File: config.mk
export PLATFORM = sky130hd
export DESIGN_NAME = i2c_mem_target
export DESIGN_NICKNAME = d
export VERILOG_FILES = /design/src/rtl/i2c_tgt_pkg.sv /design/src/rtl/i2c_line_sync.sv /design/src/rtl/i2c_mem_ptr.sv /design/src/rtl/i2c_mem_target.sv
export SDC_FILE = /design/constraint.sdc
export NUM_CORES = 1
export LEC_CHECK = 0
export ABC_AREA = 1
export CORE_AREA = 2 2 67 85
export CTS_CLUSTER_DIAMETER = 200
export DETAILED_ROUTE_END_ITERATION = 7
export DIE_AREA = 0 0 69 87
export HOLD_SLACK_MARGIN = 0.06
export PLACE_DENSITY = 0.73
export SKIP_LAST_GASP = 1
export SLEW_MARGIN = 40
export SYNTH_ARGS = -nofsm -noshare
export SYNTH_HDL_FRONTEND = slang
export SYNTH_SLANG_ARGS = --single-unit
File: constraint.sdc
create_clock -name clk -period 2.05 [get_ports clk]
set_input_delay 0.41 -clock clk [delete_from_list [all_inputs] [get_ports clk]]
set_output_delay 0.41 -clock clk [all_outputs]
set_load 0.1 [all_outputs]
File: src/rtl/i2c_tgt_pkg.sv
// Package: shared types and sizes for the I2C memory target.
// Assumes: nothing beyond IEEE 1800-2017.
package i2c_tgt_pkg;

    localparam int BYTE_W = 8;
    localparam int BIT_CW = 3;

    // Protocol phase of the target.
    typedef enum logic [3:0] {
        ST_IDLE,      // not addressed; waits for START
        ST_ADDR,      // shifting in device address byte
        ST_ADDR_ACK,  // acknowledge slot of the address byte
        ST_PTR,       // shifting in pointer byte
        ST_PTR_ACK,   // acknowledge slot of the pointer byte
        ST_WDATA,     // shifting in write data byte
        ST_WDATA_ACK, // acknowledge slot of a write data byte
        ST_RDATA,     // shifting out read data byte
        ST_RACK       // master acknowledge slot after read byte
    } tgt_state_t;

endpackage

File: src/rtl/i2c_line_sync.sv
// Module: brings SCL and SDA into the clock domain through two flops each
// and derives SCL edges plus START and STOP events.
// Assumes: the system clock is many times faster than SCL, so one sample
// per bus level change is always seen; pad filtering happens elsewhere.
module i2c_line_sync (
    input  logic clk,
    input  logic rst_n,
    input  logic scl_i,
    input  logic sda_i,
    output logic scl_s,
    output logic sda_s,
    output logic scl_rise,
    output logic scl_fall,
    output logic start_ev,
    output logic stop_ev
);

    logic [1:0] scl_pipe;
    logic [1:0] sda_pipe;
    logic       scl_q;
    logic       sda_q;

    // Two-flop synchronizers plus one history flop per line; idle bus is high.
    always_ff @(posedge clk) begin
        if (!rst_n) begin
            scl_pipe <= 2'b11;
            sda_pipe <= 2'b11;
            scl_q    <= 1'b1;
            sda_q    <= 1'b1;
        end else begin
            scl_pipe <= {scl_pipe[0], scl_i};
            sda_pipe <= {sda_pipe[0], sda_i};
            scl_q    <= scl_pipe[1];
            sda_q    <= sda_pipe[1];
        end
    end

    // Edge and condition decode from current and previous synchronized levels.
    always_comb begin
        scl_s    = scl_pipe[1];
        sda_s    = sda_pipe[1];
        scl_rise = scl_s & ~scl_q;
        scl_fall = ~scl_s & scl_q;
        start_ev = scl_s & scl_q & sda_q & ~sda_s;
        stop_ev  = scl_s & scl_q & ~sda_q & sda_s;
    end

endmodule

File: src/rtl/i2c_mem_ptr.sv
// Module: memory pointer with a load port, a row-bounded write step and a
// full-range read step.
// Assumes: at most one of load, wstep and rstep is high in a cycle.
module i2c_mem_ptr #(
    parameter int AW = 8,
    parameter int RB = 3
) (
    input  logic          clk,
    input  logic          rst_n,
    input  logic          load,
    input  logic [AW-1:0] din,
    input  logic          wstep,
    input  logic          rstep,
    output logic [AW-1:0] ptr
);

    logic [AW-1:0] w_next;
    logic [AW-1:0] r_next;

    // Read step covers the whole address space.
    always_comb r_next = ptr + AW'(1);

    generate
        if (RB >= AW) begin : g_row_is_all
            // The row spans the whole space: same as the read step.
            always_comb w_next = ptr + AW'(1);
        end else begin : g_row_split
            // Low RB bits roll over, row bits hold.
            always_comb w_next = {ptr[AW-1:RB], ptr[RB-1:0] + RB'(1)};
        end
    endgenerate

    // Pointer register update.
    always_ff @(posedge clk) begin
        if (!rst_n)      ptr <= '0;
        else if (load)   ptr <= din;
        else if (wstep)  ptr <= w_next;
        else if (rstep)  ptr <= r_next;
    end

endmodule

File: src/rtl/i2c_mem_target.sv
// Module: I2C target front end for a byte-addressed memory. Decodes bus
// conditions, matches the device address, loads a pointer, streams write
// bytes into one row and read bytes from the pointer, and flags commits.
// Assumes: SDA is open drain (sda_oe=1 pulls low); storage returns rd_data
// for rd_addr combinationally; no clock stretching is needed.
module i2c_mem_target
    import i2c_tgt_pkg::*;
#(
    parameter logic [6:0] DEV_ADDR = 7'h50,
    parameter int         AW       = 8,
    parameter int         ROW_BITS = 3
) (
    input  logic          clk,
    input  logic          rst_n,
    input  logic          scl_i,
    input  logic          sda_i,
    output logic          sda_oe,
    input  logic          busy_i,
    output logic          wr_en,
    output logic [AW-1:0] wr_addr,
    output logic [7:0]    wr_data,
    output logic          commit_o,
    output logic [AW-1:0] rd_addr,
    input  logic [7:0]    rd_data
);

    localparam logic [BIT_CW-1:0] LAST_BIT = BIT_CW'(BYTE_W - 1);

    logic scl_s, sda_s, scl_rise, scl_fall, start_ev, stop_ev;

    tgt_state_t        state;
    logic [BIT_CW-1:0] bit_cnt;
    logic [BYTE_W-1:0] shreg;
    logic              byte_rdy;
    logic              rd_mode;
    logic              more_rd;
    logic              wrote;
    logic              ptr_load, ptr_wstep, ptr_rstep;
    logic [AW-1:0]     ptr;

    i2c_line_sync u_sync (
        .clk      (clk),
        .rst_n    (rst_n),
        .scl_i    (scl_i),
        .sda_i    (sda_i),
        .scl_s    (scl_s),
        .sda_s    (sda_s),
        .scl_rise (scl_rise),
        .scl_fall (scl_fall),
        .start_ev (start_ev),
        .stop_ev  (stop_ev)
    );

    // Pointer control: decoded at the edge that closes a byte.
    always_comb begin
        ptr_load  = (state == ST_PTR)   && scl_fall && byte_rdy;
        ptr_wstep = (state == ST_WDATA) && scl_fall && byte_rdy;
        ptr_rstep = (state == ST_RDATA) && scl_fall && (bit_cnt == LAST_BIT);
    end

    i2c_mem_ptr #(
        .AW (AW),
        .RB (ROW_BITS)
    ) u_ptr (
        .clk   (clk),
        .rst_n (rst_n),
        .load  (ptr_load),
        .din   (AW'(shreg)),
        .wstep (ptr_wstep),
        .rstep (ptr_rstep),
        .ptr   (ptr)
    );

    always_comb rd_addr = ptr;

    // Protocol sequencer: bit shifting, ACK driving, write strobe, commit.
    always_ff @(posedge clk) begin
        if (!rst_n) begin
            state    <= ST_IDLE;
            bit_cnt  <= '0;
            shreg    <= '0;
            byte_rdy <= 1'b0;
            rd_mode  <= 1'b0;
            more_rd  <= 1'b0;
            wrote    <= 1'b0;
            sda_oe   <= 1'b0;
            wr_en    <= 1'b0;
            wr_addr  <= '0;
            wr_data  <= '0;
            commit_o <= 1'b0;
        end else begin
            wr_en    <= 1'b0;
            commit_o <= 1'b0;
            if (stop_ev) begin
                state    <= ST_IDLE;
                sda_oe   <= 1'b0;
                commit_o <= wrote;
                wrote    <= 1'b0;
            end else if (start_ev) begin
                state    <= ST_ADDR;
                bit_cnt  <= '0;
                byte_rdy <= 1'b0;
                sda_oe   <= 1'b0;
            end else begin
                case (state)
                    ST_ADDR, ST_PTR, ST_WDATA: begin
                        if (scl_rise) begin
                            shreg   <= {shreg[BYTE_W-2:0], sda_s};
                            bit_cnt <= bit_cnt + BIT_CW'(1);
                            if (bit_cnt == LAST_BIT) byte_rdy <= 1'b1;
                        end else if (scl_fall && byte_rdy) begin
                            byte_rdy <= 1'b0;
                            bit_cnt  <= '0;
                            if (state == ST_ADDR) begin
                                if (shreg[7:1] == DEV_ADDR && !busy_i) begin
                                    sda_oe  <= 1'b1;
                                    rd_mode <= shreg[0];
                                    state   <= ST_ADDR_ACK;
                                end else begin
                                    state   <= ST_IDLE;
                                end
                            end else if (state == ST_PTR) begin
                                sda_oe <= 1'b1;
                                state  <= ST_PTR_ACK;
                            end else begin
                                sda_oe  <= 1'b1;
                                wr_en   <= 1'b1;
                                wr_addr <= ptr;
                                wr_data <= shreg;
                                wrote   <= 1'b1;
                                state   <= ST_WDATA_ACK;
                            end
                        end
                    end
                    ST_ADDR_ACK: begin
                        if (scl_fall) begin
                            if (rd_mode) begin
                                shreg   <= rd_data;
                                sda_oe  <= ~rd_data[7];
                                bit_cnt <= '0;
                                state   <= ST_RDATA;
                            end else begin
                                sda_oe  <= 1'b0;
                                state   <= ST_PTR;
                            end
                        end
                    end
                    ST_PTR_ACK, ST_WDATA_ACK: begin
                        if (scl_fall) begin
                            sda_oe <= 1'b0;
                            state  <= ST_WDATA;
                        end
                    end
                    ST_RDATA: begin
                        if (scl_fall) begin
                            if (bit_cnt == LAST_BIT) begin
                                sda_oe <= 1'b0;
                                state  <= ST_RACK;
                            end else begin
                                shreg   <= {shreg[BYTE_W-2:0], 1'b0};
                                sda_oe  <= ~shreg[BYTE_W-2];
                                bit_cnt <= bit_cnt + BIT_CW'(1);
                            end
                        end
                    end
                    ST_RACK: begin
                        if (scl_rise) begin
                            more_rd <= ~sda_s;
                        end else if (scl_fall) begin
                            if (more_rd) begin
                                shreg   <= rd_data;
                                sda_oe  <= ~rd_data[7];
                                bit_cnt <= '0;
                                state   <= ST_RDATA;
                            end else begin
                                state   <= ST_IDLE;
                            end
                        end
                    end
                    default: ;
                endcase
            end
        end
    end

endmodule

==> results by group <==
Yosys
  • Synth warnings: 0
  • Post-synthesis xor/xnor area fraction: 0.3223%
  • Synthesized cell area: 0.002718 mm2
  • Area share of the leading cell type in the synthesized netlist: 38.31%
  • Simple-Gate Fraction of Synth Area: 37.80%
  • Synthesized-area fraction occupied by ao, oa, aoi and oai cells: 14.27%
  • Number of library cell types mapped by synthesis: 28
  • Average cell area after synthesis: 6.379 um2
  • Count of flip-flops with a built-in enable after synthesis: 0
  • Post-synthesis net count: 442
  • Leading register cell type out of synthesis: sky130_fd_sc_hd__dfxtp_1
  • Number of storage elements in the synthesis netlist: 52
  • Share of synthesized cell area in full adder, half adder and majority cells: under 10%
  • Proportion of synthesized chip area in sequential cells: a little under two fifths
  • Fraction of synthesized area in multiplexers: 0%
  • Cell with the most instances after synthesis: sky130_fd_sc_hd__nand2_1
  • Largest family of logic cells by synthesized area: simple AND/OR/NAND/NOR gates
  • Top cell types by occurrence after synthesis: sky130_fd_sc_hd__nand2_1 (104), sky130_fd_sc_hd__nor2_1 (79), sky130_fd_sc_hd__dfxtp_1 (52)
  • Share of flip-flops with an asynchronous set or reset: 0%
  • Instance count of the mapped netlist: 426
  • Library cell with the largest summed area after synthesis: sky130_fd_sc_hd__dfxtp_1
  • Synth top area cells: sky130_fd_sc_hd__dfxtp_1 (38%), sky130_fd_sc_hd__nand2_1 (14%), sky130_fd_sc_hd__nor2_1 (11%)

Detailed routing
  • DRC viols: 0
  • Total Routed Length: between 7000 and 8000 um
  • Count of routing violations after the opening detailed-route iteration: 172
  • First-pass iteration count of the detailed router: 5
  • Mean routed wirelength per cell: 13.08 um
  • Via count: ~2800
  • Number of routed nets with antenna violations: 0
  • Vias per inst: roughly 5.2

GRT
  • Number of antenna violations at the first check in global routing: 0
  • Global-route total usage across every layer: 24.25%
  • First-pass GRT wire length: 11880 um
  • Remaining Overflow, GRT: 0
  • Via count of the first global-routing pass: 2717
  • Maximum number of pins on one net before global-route repair: 24

Layout
  • Cell Count, Final, Fillers Out: 538
  • Layout Area Growth over Synthesis: 20.81%
  • Post-layout util: 62.48%
  • Share of cells above drive strength 1: 14.77%
  • Total Nets Final: between 400 and 500
  • Cell area after layout: around 0.0033 mm2
  • Antenna diode instance count: 0

Place
  • Detailed Place HPWL: 5512 um
  • Worst slack at placement: 0.2039 ns
  • Weighted congestion reported at the end of routability-driven placement: 0.9165
  • Count of buffers inserted at the top-level ports: 39
  • # placed instances: 530
  • Area after DPL: 0.003163 mm2

Setup path
  • Critical path fanouts, max: 9
  • Worst reg2reg setup slack: 0.22 ns
  • Arrival time at the worst endpoint: approximately 2.1 ns
  • Worst setup SP type: register
  • Startpoint-to-endpoint class of the critical path: reg -> reg
  • Crit path capture type: register
  • Worst EP required: 2.30 ns

STA
  • Worst setup slack after layout: 0.2197 ns
  • Min Clock Period, post-route: 1.830 ns
  • Clock skew after layout: around 0.0069 ns
  • Unrepaired setup endpoints after global routing: false
  • Slew headroom: 68.82%
  • Post-route fraction of the period consumed by the critical path: approximately nine tenths
  • Setup Viol. Count Final: 0
  • Total negative setup slack: 0 ns
  • Max-slew violations: 0
  • Tightest Pin Transition: 0.4659 ns
  • Fmax: 546.4 MHz
  • Final count of hold timing violations: 0

Die
  • Width of the die: 69 um
  • Initial Util: 51.71%
  • Area of the placeable core: 0.005255 mm2
  • Num rows: 30
  • Die H: 87 um
  • Die outline area: 0.006003 mm2
  • Number of I/O pins: 40

Clock network
  • Clock Sink Count: 52
  • Clock transition at the registers of the reported paths: 0.10 ns
  • Total CTS buffers: 5
  • Cts hold-fix bufs: 0
  • Buffer cell driving the clock tree root: sky130_fd_sc_hd__clkbuf_8
  • TritonCTS clock tree: yes
  • Number of H-tree levels: 2
  • Max Root-Sink Buffers: 2
  • Insertion delay to the later sink of the worst-skew pair: ~0.31 ns

Power and ir drop
  • Power Dens Cells: 949.6 mW/mm2
  • Static power due to leakage: 1.575 nW
  • Max rail drop VDD: 0.0003769 V

Flow run
  • Max capacitance violation total: 0

Hold path
  • Kind of path behind the tightest hold check: reg -> reg

Run status
  • Outcome: completed
## report_power, final
part           leakage, nW  total (mW)  switching [mW]  internal [mW]
sequential           0.423        1.17          0.0754           1.09
combinational         1.10        1.22           0.784          0.437
clock               0.0548       0.730           0.362          0.368
## placed cells by master (no fill, tap or decap), drive strengths merged
cell,instances
a211oi,1
a21boi,1
a21oi,29
a31oi,2
buf,38
bufinv,1
clkbuf,5
clkdlybuf4s50,12
clkinvlp,1
dfxtp,52
ha,3
inv,47
nand2,109
nand3,32
nand3b,7
nand4,3
nor2,84
nor3,2
o211ai,2
o21a,1
o21ai,35
o22ai,1
or2,5
xor2,1
## per-stage QoR
stage / hold WS, ns / power [mW]
floorplan: 0.3925 / 2.101
global placement: 0.3933 / 2.377
detailed placement: 0.4009 / 2.395
CTS: 0.4244 / 3.122
global route: 0.4304 / 3.357
finish: 0.4241 / 3.118
## critical path: stages, from the launching register on
cell	delay [ns]
sky130_fd_sc_hd__dfxtp_1	0.49
sky130_fd_sc_hd__inv_1	0.15
sky130_fd_sc_hd__nor2_1	0.11
sky130_fd_sc_hd__nand2_1	0.11
sky130_fd_sc_hd__nand2_2	0.17
sky130_fd_sc_hd__nor2_1	0.11
sky130_fd_sc_hd__a21oi_4	0.22
sky130_fd_sc_hd__inv_2	0.07
sky130_fd_sc_hd__nor2_4	0.19
sky130_fd_sc_hd__nor2_1	0.06
sky130_fd_sc_hd__nor2_1	0.10
## logic make-up after synthesis
family | count (synthesis)
compound gates | 72
xor+xnor | 1
fa+ha+maj | 3
buf+inv | 56
flops | 52
simple gates | 242
## path summary, 6_finish.rpt
check	startpoint	endpoint	cells after the start
worst max-delay path	state[0]	shreg[6]	10
worst max register to register	state[0]	shreg[6]	10
worst min register to register	u_sync.sda_pipe[0]	u_sync.sda_pipe[1]	1
worst min-delay path	u_sync.sda_pipe[0]	u_sync.sda_pipe[1]	1
## layer usage
metal,GRT usage [%],up-vias,share of wire (%)
li1,-,1454,-
met2,43.44,84,49
met5,0,-,0
met4,12.66,0,3.5
met3,3.704,18,3.8
met1,27.93,1268,44
## state kept, by name, indices dropped and copies added, names as in the netlist
signal / count
more_rd: 1
wr_en: 1
bit_cnt: 3
commit_o: 1
u_sync.sda_q: 1
state: 4
sda_oe: 1
byte_rdy: 1
shreg: 8
u_sync.sda_pipe: 2
wr_addr: 8
wr_data: 8
rd_mode: 1
u_sync.scl_pipe: 2
u_sync.scl_q: 1
wrote: 1
u_ptr.ptr: 8
## repair_timing
item	CTS	global route
setup buffers	0	0
endpoints found under the setup margin	0	1
resized for setup	0	1
## cell type report
type | instances | area (um2)
Clock buffer | 5 | 68.82
Clock inverter | 3 | 46.29
Fill cell | 525 | 1972
Inverter | 46 | 172.7
Multi-Input combinational cell | 318 | 1466
Sequential cell | 52 | 1044
Tap cell | 64 | 80.08
Timing Repair Buffer | 50 | 405.4
No activity file was read; power rests on OpenSTA's default activity.
